==> src/rtl/nvmrd_pkg.sv <==
package nvmrd_pkg;
   // Host register bit positions; software and the read-back decode rely on them
   localparam int START_BIT = 0;
   localparam int DONE_BIT  = 1;
   localparam int ADDR_LSB  = 2;

   typedef enum logic [1:0] {
      ST_IDLE  = 2'd0,
      ST_ISSUE = 2'd1,
      ST_WAIT  = 2'd2
   } fetch_state_e;
endpackage

==> src/rtl/nvmrd_decode.sv <==
module nvmrd_decode
   import nvmrd_pkg::*;
#(
   parameter int REG_W  = 32,
   parameter int ADDR_W = 14
) (
   input  logic              host_wr,
   input  logic [REG_W-1:0]  host_wdata,
   input  logic              busy,
   output logic              accept,
   output logic [ADDR_W-1:0] addr_new
);
   localparam int ADDR_MSB = ADDR_LSB + ADDR_W - 1;

   logic unused_wbits;
   assign unused_wbits = ^{host_wdata[DONE_BIT], host_wdata[REG_W-1:ADDR_MSB+1]};

   // only a start written while idle is taken
   assign accept   = host_wr & host_wdata[START_BIT] & ~busy;
   assign addr_new = host_wdata[ADDR_MSB:ADDR_LSB];
endmodule

==> src/rtl/nvmrd_ctrl.sv <==
module nvmrd_ctrl
   import nvmrd_pkg::*;
(
   input  logic clk,
   input  logic rst_n,
   input  logic accept,
   input  logic nvm_valid,
   output logic busy,
   output logic nvm_req,
   output logic capture
);
   fetch_state_e state_q, state_d;

   always_comb begin
      state_d = state_q;
      unique case (state_q)
         ST_IDLE:  if (accept) state_d = ST_ISSUE;
         ST_ISSUE: state_d = ST_WAIT;
         ST_WAIT:  if (nvm_valid) state_d = ST_IDLE;
         default:  state_d = ST_IDLE;
      endcase
   end

   always_ff @(posedge clk or negedge rst_n) begin
      if (!rst_n) state_q <= ST_IDLE;
      else        state_q <= state_d;
   end

   assign busy    = (state_q != ST_IDLE);
   assign nvm_req = (state_q == ST_ISSUE);
   assign capture = (state_q == ST_WAIT) & nvm_valid;


   req_pulse_chk: assert property (@(posedge clk) disable iff (!rst_n)
      nvm_req |=> !nvm_req);

   req_follows_start_chk: assert property (@(posedge clk) disable iff (!rst_n)
      accept |=> nvm_req);

   busy_until_capture_chk: assert property (@(posedge clk) disable iff (!rst_n)
      (busy && !capture) |=> busy);
endmodule

==> src/rtl/nvmrd_hold.sv <==
module nvmrd_hold #(
   parameter int ADDR_W = 14,
   parameter int DATA_W = 16
) (
   input  logic              clk,
   input  logic              rst_n,
   input  logic              accept,
   input  logic [ADDR_W-1:0] addr_new,
   input  logic              capture,
   input  logic [DATA_W-1:0] nvm_rdata,
   output logic [ADDR_W-1:0] addr_q,
   output logic [DATA_W-1:0] data_q,
   output logic              done_q
);
   always_ff @(posedge clk or negedge rst_n) begin
      if (!rst_n) begin
         addr_q <= '0;
         data_q <= '0;
         done_q <= 1'b0;
      end else if (accept) begin
         addr_q <= addr_new;
         done_q <= 1'b0;       // R3, data kept
      end else if (capture) begin
         data_q <= nvm_rdata;
         done_q <= 1'b1;
      end
   end


   data_capture_chk: assert property (@(posedge clk) disable iff (!rst_n)
      capture |=> (done_q && data_q == $past(nvm_rdata)));

   done_clear_chk: assert property (@(posedge clk) disable iff (!rst_n)
      accept |=> !done_q);

   data_hold_chk: assert property (@(posedge clk) disable iff (!rst_n)
      !capture |=> $stable(data_q));
endmodule

==> src/rtl/nvmrd_engine.sv <==
module nvmrd_engine
   import nvmrd_pkg::*;
#(
   parameter int ADDR_W = 14,
   parameter int DATA_W = 16,
   parameter int REG_W  = 32
) (
   input  logic              clk,
   input  logic              rst_n,
   input  logic              host_wr,
   input  logic [31:0]       host_wdata,
   output logic [31:0]       host_rdata,
   output logic              nvm_req,
   output logic [13:0]       nvm_addr,
   input  logic              nvm_valid,
   input  logic [15:0]       nvm_rdata
);
   localparam int USED_W = ADDR_LSB + ADDR_W + DATA_W;

   generate
      if (USED_W != REG_W) begin : g_bad_layout
         $error("register fields do not fill REG_W");
      end
      if (REG_W != 32 || ADDR_W != 14 || DATA_W != 16) begin : g_bad_ports
         $error("port widths are fixed at 32/14/16");
      end
   endgenerate

   logic              accept, busy, capture, done_q;
   logic [ADDR_W-1:0] addr_new, addr_q;
   logic [DATA_W-1:0] data_q;

   nvmrd_decode #(.REG_W(REG_W), .ADDR_W(ADDR_W)) i_decode (
      .host_wr    (host_wr),
      .host_wdata (host_wdata),
      .busy       (busy),
      .accept     (accept),
      .addr_new   (addr_new)
   );

   nvmrd_ctrl i_ctrl (
      .clk       (clk),
      .rst_n     (rst_n),
      .accept    (accept),
      .nvm_valid (nvm_valid),
      .busy      (busy),
      .nvm_req   (nvm_req),
      .capture   (capture)
   );

   nvmrd_hold #(.ADDR_W(ADDR_W), .DATA_W(DATA_W)) i_hold (
      .clk       (clk),
      .rst_n     (rst_n),
      .accept    (accept),
      .addr_new  (addr_new),
      .capture   (capture),
      .nvm_rdata (nvm_rdata),
      .addr_q    (addr_q),
      .data_q    (data_q),
      .done_q    (done_q)
   );

   assign host_rdata = {data_q, addr_q, done_q, busy};
   assign nvm_addr   = addr_q;


   busy_done_excl_chk: assert property (@(posedge clk) disable iff (!rst_n)
      !(host_rdata[START_BIT] && host_rdata[DONE_BIT]));

   busy_ignore_chk: assert property (@(posedge clk) disable iff (!rst_n)
      (busy && host_wr) |=> $stable(nvm_addr));

   nostart_ignore_chk: assert property (@(posedge clk) disable iff (!rst_n)
      (host_wr && !host_wdata[START_BIT] && !busy && !nvm_valid) |=> $stable(host_rdata));
endmodule

==> config.mk <==
export PLATFORM = sky130hd
export DESIGN_NAME = nvmrd_engine
export DESIGN_NICKNAME = d
export VERILOG_FILES = /design/src/rtl/nvmrd_pkg.sv /design/src/rtl/nvmrd_decode.sv /design/src/rtl/nvmrd_ctrl.sv /design/src/rtl/nvmrd_hold.sv /design/src/rtl/nvmrd_engine.sv
export SDC_FILE = /design/constraint.sdc
export NUM_CORES = 1
export LEC_CHECK = 0
export BUFFER_PORTS_ARGS = -buffer_cell sky130_fd_sc_hd__buf_2
export CAP_MARGIN = 5
export CORE_MARGIN = 3
export CORE_UTILIZATION = 25
export DETAILED_ROUTE_END_ITERATION = 12
export HOLD_SLACK_MARGIN = 0.15
export PLACE_DENSITY_LB_ADDON = 0.05
export REMOVE_ABC_BUFFERS = 1
export SYNTH_ARGS = -nofsm -noshare
export SYNTH_HDL_FRONTEND = slang
export SYNTH_SLANG_ARGS = --single-unit
==> constraint.sdc <==
create_clock -name clk -period 3.2 [get_ports clk]
set_clock_uncertainty 0.05 [all_clocks]
set_input_delay 0.96 -clock clk [delete_from_list [all_inputs] [get_ports clk]]
set_output_delay 0.96 -clock clk [all_outputs]
set_load 0.05 [all_outputs]
==> metrics <==
Slew Viols, Final 0; most frequent cell after synthesis dfrtp_1; Max H-tree Level 2; first-pass GRT wire length 4.836 mm; Seq cells post-synth 33; dpl cell area 1789 µm²; Area Growth Syn to Fin 31.49%; global-route usage over all layers 9.896%; layout cells sized above 1 75.93%; clk_lat worst skew 0.28 ns; dpl hpwl 2.205 mm; count of final hold-check violations 0; GPL Wtd Cong 0.6438; crit path DAT 1.26 ns; antenna violations before repair 0; Final min period 2.274 ns; Die X-Extent 81.54 µm; Synth Instances 92; Worst R2R Path Depth 3; num ports 99; RSZ-0062 raised after global routing no; IO buf count 81; Starting Density 26.90%; critical path peak fanout 6; Initial DRC Count 14; Resize count post-CTS 0; Reg clk slew, reported paths 0.06 ns; HP Start i_hold.data_q[0]; routed vias 926; slack of the worst reg-to-reg path 1.59 ns; setup TNS 0 ns; fillers 540; CP endpoint kind output port; Setup CP Type reg2out; status completed; clk sinks 33; unique cell type count in the Yosys netlist 15; TritonCTS Buffers 5; non-filler cells, final 232; Finished Core Util 35.37%; actual slew at the worst max-slew pin 0.7315 ns; setup bufs post-CTS 0; reg-to-reg endpoint i_hold.addr_q[10]; Fmax achieved 439.8 MHz; area share of the largest cell type after synthesis 57.89%; Hold WS 0.4511 ns; worst IR drop on VDD 370.3 µV; Lkg Pwr 0.9679 nW; Synth async-reset ratio 100.0%; Post-DRT Antenna Nets 0; Multi-input gate area 459.2 µm²; vias in the first global route 963; Total Wirelength 3.007 mm; CTS tree done; design area 1876 µm²; reg2reg start i_ctrl.state_q[0]; largest area contributor in the netlist dfrtp_1; pwr/cell area 1104 nW/µm²; Post-Place Cells 225; Min-Delay Path Depth 1; Worst Path Required 2.19 ns; Slew HR 51.23%; largest net degree at the start of global routing 34; Die Footprint 6648 µm²; sequential area share after synthesis 57.89%; Sequential cell area 825.8 µm²; final period utilization 71.05%; Syn Std Cell Area 1426 µm²; Syn. warnings 0; clock buffer depth 2; crit start category flop; Main synth FF type dfrtp_1; Antenna Cells 0; DR vias/cell 3.991; Wirelength per Cell 12.96 µm; Clock Tree Root clkbuf_8; GRT overflow 0; drt drc 0; core region area 5303 µm²; Area contributors post-synth dfrtp_1 58%, mux2_2 17%, buf_4 8.9%; synth cell count leaders 33 x dfrtp_1, 22 x mux2_2, 17 x buf_4, 8 x mux2_4, 2 x or2_2; worst hold endpoint i_hold.data_q[0]; Max Cap Viol 0; # nets final 214; # rows 26; 1st-pass router iterations 2; synthesized area per cell 15.50 µm²; hold_buf cts 0; Die H 81.54 µm; Post-synth EDFFs 0; # setup viols final 0; worst hold path type reg2reg
## per-layer routing
layer  wire, µm  track usage [%]  vias up
li1           -                -      433
met1       1089            11.35      448
met2       1587            16.12       40
met3        279            4.276        5
met4         51            4.054        0
met5          0                0        -
## through the flow
step | total power, mW | worst slack (ns)
5_1_grt | 2.182 | 0.8695
6_report | 2.070 | 0.9264
4_1_cts | 2.106 | 0.9171
2_1_floorplan | 1.510 | -0.4096
3_3_place_gp | 1.773 | 1.058
3_5_place_dp | 1.781 | 1.028
## how the worst max path moves through the flow
stage | startpoint | end | slack (ns) | cells after the start
3_5_place_dp | host_wdata[0] | i_hold.addr_q[10] | 1.03 | 4
6_report | i_ctrl.state_q[0] | host_rdata[0] | 0.93 | 2
4_1_cts | i_ctrl.state_q[1] | nvm_req | 0.92 | 2
5_1_grt | i_ctrl.state_q[1] | nvm_req | 0.87 | 2
2_1_floorplan | host_wdata[0] | i_hold.addr_q[0] | -0.41 | 2
3_3_place_gp | host_wdata[0] | i_hold.addr_q[10] | 1.06 | 4
## registers in the layout, indices dropped and copies added, names as in the netlist
signal / count
i_ctrl.state_q: 2
i_hold.addr_q: 14
i_hold.done_q: 1
i_hold.data_q: 16
## layout make-up
| type | count | share of cell area [%] |
|---|---|---|
| flip-flops and latches | 33 | 44.03 |
| multi-input cells | 39 | 24.48 |
| repair buffers | 82 | 22.01 |
| clock buffers | 7 | 4.603 |
| inverters | 1 | 0.2001 |
| well taps | 70 | 4.670 |
## logic make-up after synthesis
logic type / Yosys count / share of synthesized area [%]
DFF: 33 / 57.89
AOI/OAI and AO/OA: 1 / 0.5265
muxes: 30 / 25.79
buffers and inverters: 20 / 10.96
and+or+nand+nor: 8 / 4.825
## power breakdown
| part | total, mW | switching [mW] | internal, mW |
|---|---|---|---|
| sequential | 0.641 | 0.0794 | 0.562 |
| clock | 0.310 | 0.140 | 0.170 |
| combinational | 1.12 | 0.839 | 0.280 |
| total | 2.07 | 1.06 | 1.01 |
## worst max-delay path, stage by stage (launching register included)
cell	delay, ns
dfrtp_1	0.46
or2_2	0.31
buf_2	0.21
## layout by cell type, fill, tap and decap left out, drive strengths merged
cell,count
inv,1
buf,82
nor2,1
nor4bb,1
a211oi,1
or2,2
dfrtp,33
mux2,30
nor3b,1
nand3b,1
nand2b,1
clkbuf,7
and2b,1
(Power assumes the default switching activity.)
